[src/rtl/remap_pkg.sv]
package remap_pkg;
  typedef enum logic [2:0] {
    TGT_NONE   = 3'd0,
    TGT_BANK1  = 3'd1,
    TGT_BANK2  = 3'd2,
    TGT_SYSMEM = 3'd3,
    TGT_EXTMEM = 3'd4,
    TGT_SRAM   = 3'd5,
    TGT_OSPI1  = 3'd6,
    TGT_OSPI2  = 3'd7
  } tgt_e;

  localparam int unsigned MODE_W = 3;

  localparam logic [MODE_W-1:0] MODE_FLASH  = 3'd0;
  localparam logic [MODE_W-1:0] MODE_SYSMEM = 3'd1;
  localparam logic [MODE_W-1:0] MODE_EXTMEM = 3'd2;
  localparam logic [MODE_W-1:0] MODE_SRAM   = 3'd3;
  localparam logic [MODE_W-1:0] MODE_OSPI1  = 3'd4;
  localparam logic [MODE_W-1:0] MODE_OSPI2  = 3'd5;
endpackage

[src/rtl/remap_rst_sync.sv]
module remap_rst_sync #(
  parameter int unsigned STAGES = 2
) (
  input  logic clk,
  input  logic rst_n,
  output logic rst_sync_n
);
  logic [STAGES-1:0] sync_q;
  logic [STAGES-1:0] sync_d;

  always_comb begin
    sync_d = {sync_q[STAGES-2:0], 1'b1};
  end

  always_ff @(posedge clk or negedge rst_n) begin
    if (!rst_n) sync_q <= '0;
    else        sync_q <= sync_d;
  end

  assign rst_sync_n = sync_q[STAGES-1];
endmodule

[src/rtl/remap_cfg_reg.sv]
module remap_cfg_reg
  import remap_pkg::*;
(
  input  logic              clk,
  input  logic              rst_n,
  input  logic [MODE_W-1:0] strap_mode,
  input  logic              wr_en,
  input  logic [MODE_W-1:0] wr_mode,
  input  logic              wr_swap,
  output logic [MODE_W-1:0] mode_q,
  output logic              swap_q
);
  logic              capture_q;
  logic [MODE_W-1:0] mode_d;
  logic              swap_d;
  logic              upd_en;

  // software write outranks the one-shot strap capture
  always_comb begin
    mode_d = mode_q;
    swap_d = swap_q;
    upd_en = wr_en | capture_q;
    if (wr_en) begin
      mode_d = wr_mode;
      swap_d = wr_swap;
    end else if (capture_q) begin
      mode_d = strap_mode;
    end
  end

  always_ff @(posedge clk or negedge rst_n) begin
    if (!rst_n) begin
      capture_q <= 1'b1;
      mode_q    <= '0;
      swap_q    <= 1'b0;
    end else begin
      capture_q <= 1'b0;
      if (upd_en) begin
        mode_q <= mode_d;
        swap_q <= swap_d;
      end
    end
  end
endmodule

[src/rtl/remap_bank_xlate.sv]
module remap_bank_xlate #(
  parameter int unsigned ADDR_W = 32,
  parameter int unsigned HALF_W = 20
) (
  input  logic [HALF_W:0]   offset,
  input  logic              swap,
  output logic              hi_bank,
  output logic [ADDR_W-1:0] local_addr
);
  always_comb begin
    hi_bank    = offset[HALF_W] ^ swap;
    local_addr = '0;
    local_addr[HALF_W-1:0] = offset[HALF_W-1:0];
  end
endmodule

[src/rtl/remap_alias_dec.sv]
module remap_alias_dec
  import remap_pkg::*;
#(
  parameter int unsigned ADDR_W          = 32,
  parameter int unsigned FLASH_BYTES     = 32'h0020_0000,
  parameter int unsigned SYS_BYTES       = 32'h0001_0000,
  parameter int unsigned SRAM_BYTES      = 32'h0003_0000,
  parameter int unsigned EXT_REGION_BYTES = 32'h0200_0000
) (
  input  logic [MODE_W-1:0] eff_mode,
  input  logic [ADDR_W-1:0] addr,
  output logic              flash_hit,
  output logic [2:0]        sel,
  output logic [ADDR_W-1:0] out_addr,
  output logic              err
);
  localparam logic [ADDR_W-1:0] FLASH_LIM = ADDR_W'(FLASH_BYTES);
  localparam logic [ADDR_W-1:0] SYS_LIM   = ADDR_W'(SYS_BYTES);
  localparam logic [ADDR_W-1:0] SRAM_LIM  = ADDR_W'(SRAM_BYTES);
  localparam logic [ADDR_W-1:0] EXT_LIM   = ADDR_W'(2 * EXT_REGION_BYTES);

  logic       in_lim;
  logic [2:0] cand;

  always_comb begin
    flash_hit = 1'b0;
    in_lim    = 1'b0;
    cand      = TGT_NONE;
    case (eff_mode)
      MODE_FLASH:  begin in_lim = addr < FLASH_LIM; flash_hit = in_lim; end
      MODE_SYSMEM: begin in_lim = addr < SYS_LIM;  cand = TGT_SYSMEM; end
      MODE_EXTMEM: begin in_lim = addr < EXT_LIM;  cand = TGT_EXTMEM; end
      MODE_SRAM:   begin in_lim = addr < SRAM_LIM; cand = TGT_SRAM;   end
      MODE_OSPI1:  begin in_lim = 1'b1;            cand = TGT_OSPI1;  end
      MODE_OSPI2:  begin in_lim = 1'b1;            cand = TGT_OSPI2;  end
      default:     begin in_lim = 1'b0;            cand = TGT_NONE;   end
    endcase
    err      = ~in_lim;
    sel      = in_lim ? cand : TGT_NONE;
    out_addr = (in_lim && !flash_hit) ? addr : '0;
  end
endmodule

[src/rtl/boot_remap_unit.sv]
module boot_remap_unit
  import remap_pkg::*;
#(
  parameter int unsigned ADDR_W           = 32,
  parameter int unsigned FLASH_BASE       = 32'h0800_0000,
  parameter int unsigned FLASH_BYTES      = 32'h0020_0000,
  parameter int unsigned ALIAS_BYTES      = 32'h0800_0000,
  parameter int unsigned SYS_BYTES        = 32'h0001_0000,
  parameter int unsigned SRAM_BYTES       = 32'h0003_0000,
  parameter int unsigned EXT_REGION_BYTES = 32'h0200_0000,
  parameter int unsigned SYNC_STAGES      = 2
) (
  input  logic              clk,
  input  logic              rst_n,
  input  logic [2:0]        strap_mode,
  input  logic              dual_boot,
  input  logic              cfg_we,
  input  logic [3:0]        cfg_wdata,
  output logic [3:0]        cfg_rdata,
  input  logic [ADDR_W-1:0] req_addr,
  output logic [2:0]        tgt_sel,
  output logic [ADDR_W-1:0] tgt_addr,
  output logic              decode_err
);
  localparam int unsigned       HALF_W     = $clog2(FLASH_BYTES / 2);
  localparam logic [ADDR_W-1:0] MAIN_LO    = ADDR_W'(FLASH_BASE);
  localparam logic [ADDR_W-1:0] MAIN_HI    = ADDR_W'(FLASH_BASE + FLASH_BYTES);
  localparam logic [ADDR_W-1:0] ALIAS_LIM  = ADDR_W'(ALIAS_BYTES);

  logic              rst_sync_n;
  logic [MODE_W-1:0] mode_q;
  logic              swap_q;
  logic [MODE_W-1:0] eff_mode;
  logic              in_main;
  logic              in_alias;
  logic              al_flash_hit;
  logic [2:0]        al_sel;
  logic [ADDR_W-1:0] al_addr;
  logic              al_err;
  logic              hi_bank;
  logic [ADDR_W-1:0] bank_addr;

  remap_rst_sync #(.STAGES(SYNC_STAGES)) rst_sync_i (
    .clk        (clk),
    .rst_n      (rst_n),
    .rst_sync_n (rst_sync_n)
  );

  remap_cfg_reg cfg_i (
    .clk        (clk),
    .rst_n      (rst_sync_n),
    .strap_mode (strap_mode),
    .wr_en      (cfg_we),
    .wr_mode    (cfg_wdata[2:0]),
    .wr_swap    (cfg_wdata[3]),
    .mode_q     (mode_q),
    .swap_q     (swap_q)
  );

  assign cfg_rdata = {swap_q, mode_q};
  assign eff_mode  = dual_boot ? MODE_SYSMEM : mode_q;
  assign in_main   = (req_addr >= MAIN_LO) && (req_addr < MAIN_HI);
  assign in_alias  = req_addr < ALIAS_LIM;

  remap_alias_dec #(
    .ADDR_W           (ADDR_W),
    .FLASH_BYTES      (FLASH_BYTES),
    .SYS_BYTES        (SYS_BYTES),
    .SRAM_BYTES       (SRAM_BYTES),
    .EXT_REGION_BYTES (EXT_REGION_BYTES)
  ) alias_i (
    .eff_mode  (eff_mode),
    .addr      (req_addr),
    .flash_hit (al_flash_hit),
    .sel       (al_sel),
    .out_addr  (al_addr),
    .err       (al_err)
  );

  // base is aligned to the flash size, so low bits are the offset in both windows
  remap_bank_xlate #(.ADDR_W(ADDR_W), .HALF_W(HALF_W)) bank_i (
    .offset     (req_addr[HALF_W:0]),
    .swap       (swap_q),
    .hi_bank    (hi_bank),
    .local_addr (bank_addr)
  );

  always_comb begin
    tgt_sel    = TGT_NONE;
    tgt_addr   = req_addr;
    decode_err = 1'b0;
    if (in_main || (in_alias && al_flash_hit)) begin
      tgt_sel  = hi_bank ? TGT_BANK2 : TGT_BANK1;
      tgt_addr = bank_addr;
    end else if (in_alias) begin
      tgt_sel    = al_sel;
      tgt_addr   = al_addr;
      decode_err = al_err;
    end
  end
endmodule

[config.mk]
export PLATFORM = sky130hd
export DESIGN_NAME = boot_remap_unit
export DESIGN_NICKNAME = d
export VERILOG_FILES = /design/src/rtl/remap_pkg.sv /design/src/rtl/remap_rst_sync.sv /design/src/rtl/remap_cfg_reg.sv /design/src/rtl/remap_bank_xlate.sv /design/src/rtl/remap_alias_dec.sv /design/src/rtl/boot_remap_unit.sv
export SDC_FILE = /design/constraint.sdc
export NUM_CORES = 1
export LEC_CHECK = 0
export BUFFER_PORTS_ARGS = -buffer_cell sky130_fd_sc_hd__buf_4
export CAP_MARGIN = 5
export CORE_ASPECT_RATIO = 1.2
export CORE_MARGIN = 2
export CORE_UTILIZATION = 48
export CTS_CLUSTER_DIAMETER = 150
export DETAILED_ROUTE_END_ITERATION = 16
export PLACE_DENSITY = 0.81
export SLEW_MARGIN = 15
export SYNTH_ARGS = -nofsm -noshare
export SYNTH_HDL_FRONTEND = slang
export SYNTH_HIERARCHICAL = 1
export SYNTH_SLANG_ARGS = --single-unit
[constraint.sdc]
create_clock -name clk -period 3.4 [get_ports clk]
set_input_delay 0.34 -clock clk [delete_from_list [all_inputs] [get_ports clk]]
set_output_delay 0.34 -clock clk [all_outputs]
set_load 0.005 [all_outputs]
==> flow_summary.toml <==
[outcome]
status = "finished clean"

[cts]
insertion_delay_ns = 0.22
clock-sinks = 7
path_clk_slew_ns = 0.04
cts_buffers = 3
clk_path_buf_depth = 2
ctsHtreeMaxLevel = 1
post-cts-setup-buffer-count = 0
clock-root-buffer = "clkbuf_8"
cts_tree = "done"

[detailed_routing]
num_vias = 1587
wl_per_cell_um = 12.1
drc = 0
drtIter0Drc = 41
drt-total-wl_mm = 3.85
ant_nets = 0
dr.pass1.iters = 4
routed_via_density = 4.97

[logic_synthesis]
synth_edf_count = 0
synth_most_common_cell = "mux2_2"
yosys.area.top_type_share = 0.289
ys_async_sr_fraction = 1.00
yosys_warnings = 6
ys_types = 37
synth-main-ff-cell = "dfrtp_1"
synth-seq-area-share = 0.0962
synth_largest_area_cell = "mux2_2"
synth.avg_cell_area_sq_um = 8.90
ys_top_cells_by_area = "mux2_2, buf_4, and2_1"
synthCells = 206
syn-cell-area_sq_um = 1830
synth_seq_cells = 7
synthTopCellsByCount = "mux2_2, buf_4, and2_1"

[floorplan]
initial_core_util = 0.504
rows = 24
io_pins = 83
core_area_sq_um = 3630
dieArea_sq_um = 4330
die_y_um = 71.7
die_x_um = 60.4

[worst_setup_path]
cp_max_fo = 22
critPathArrivalTime_ns = 2.78
r2r-start = "cfg_i/capture_q$_DFF_PN1_"
crit_type = "reg2out"
slowest_delay_ns = 0.38
critPathSlowestCell = "dfrtp_1"
required_ns = 3.06
path_buf_inv = 2
path_cells = "or2_2 -> nor4_2 -> nand2_1 -> nor3_1 -> or2b_2 -> a21oi_4 -> buf_6 -> mux2_2 -> buf_4"
crit_path_end_kind = "output pin"
path_delay_family = "simple AND/OR/NAND/NOR gates"
rr_worst_depth = 2
crit_start = "cfg_i/mode_q[0]$_DFFE_PN0P_"
r2r-end = "cfg_i/mode_q[2]$_DFFE_PN0P_"
r2r_slack_ns = 2.45
startpoint_type = "flop"

[power]
power_density_nw_per_um2 = 174
ir_worst_vdd_mv = 0.282
total_leakage_power_nw = 1.02

[sta]
hold-worst-slack_ns = 0.0740
fmax_mhz = 320
min_period_ns = 3.12
hold_viol_final = 0
period_share = 0.919
finalWorstSetupSlack_ns = 0.277
fin_skew_ns = 0.000270
tns_ns = 0
setup_viol = 0
relSlewSlack = 0.605
grt_setup_unrepaired = "no"
tightest_slew_ns = 0.592
slew_violations = 0

[cells_and_area]
drive_above_1_share = 0.554
n_antenna_cell = 0
postLayoutCellArea_sq_um = 2310
syn2layout_area_growth_pct = 25.8
final_net_count = 311

[place]
placed_area_sq_um = 2240
place_congestion = 0.765
dpl.hpwl_mm = 3.06
place.port_buffers = 82
dp_slack_ns = 0.279

[grt]
grt_pass1_vias = 1539
overflow = 0
grt.total_usage = 0.179
antenna_found_initial = 0
grt_max_degree = 33
grt_pass1_wl_mm = 6.26

[job]
cap_violations = 0

[hold_path]
min_path_type = "reg2async"
-- registers in the layout (all words and copies together), names as in the netlist --
name and flops:
rst_sync_i/sync_q 2, cfg_i/capture_q 1, cfg_i/swap_q 1, cfg_i/mode_q 3
-- cell usage in the layout (no fill, tap or decap), types with 3 or more instances in the layout --
cell / instances
inv_1: 6
o21ai_1: 3
nand2_1: 8
clkbuf_8: 3
nor2b_1: 3
a21oi_1: 6
conb_1: 14
dfrtp_1: 6
mux2i_1: 8
and2_1: 32
mux2_2: 47
nor4b_1: 4
buf_4: 87
nor3_1: 3
nor2_1: 5
mux2_1: 8
-- logic make-up after synthesis --
kind of cell,synth area share
AO/OA/AOI/OAI,0.0703
multiplexers,0.390
flip-flops,0.0962
buffers and inverters,0.208
other,0.00614
AND/OR/NAND/NOR,0.225
XOR/XNOR,0.00478
-- worst max path at each step --
stage	depth (start not counted)	to	slack (ns)
floorplan	8	tgt_addr[10]	0.52
CTS	9	tgt_addr[8]	0.13
global placement	10	tgt_addr[22]	0.35
finish	9	tgt_addr[8]	0.28
global route	9	tgt_addr[8]	0.08
detailed placement	10	tgt_addr[8]	0.28
-- cell type report --
type,instances,area (sq um)
multi-input combinational,161,1320
clock buffer,4,45.0
sequential,7,176
tap,52,65.1
inverter,6,22.5
fill,339,1330
timing repair buffer,89,674
-- metal layers --
| metal | track usage | vias to the layer above | part of all wire |
|---|---|---|---|
| li1 | - | 785 | - |
| met1 | 0.184 | 745 | 0.39 |
| met2 | 0.360 | 53 | 0.54 |
| met3 | 0.0235 | 4 | 0.068 |
| met4 | 0.0459 | 0 | 0.0049 |
| met5 | 0 | - | 0 |
-- stage by stage --
| stage | power, mW | std cells | util |
|---|---|---|---|
| 2_1_floorplan | 0.217 | 217 | - |
| 5_1_grt | 0.436 | 319 | 0.635 |
| 6_report | 0.401 | 319 | 0.635 |
| 3_5_place_dp | 0.291 | 314 | 0.617 |
| 4_1_cts | 0.406 | 319 | 0.632 |
| 3_3_place_gp | 0.286 | 314 | 0.617 |
-- power by group --
| group | total (mW) | switching, mW | internal, mW | leakage [nW] |
|---|---|---|---|---|
| Clock | 0.111 | 0.0305 | 0.0806 | 0.0228 |
| Combinational | 0.194 | 0.0745 | 0.119 | 0.914 |
| Sequential | 0.0968 | 0.00605 | 0.0907 | 0.0817 |
-- repair_timing --
action | in CTS | in global routing
hold buffers | 1 | 0
setup endpoints to repair | 0 | 18
gates resized for setup | 0 | 2
endpoints found under the hold margin | 2 | 0
No activity file was read; power rests on OpenSTA's default activity.
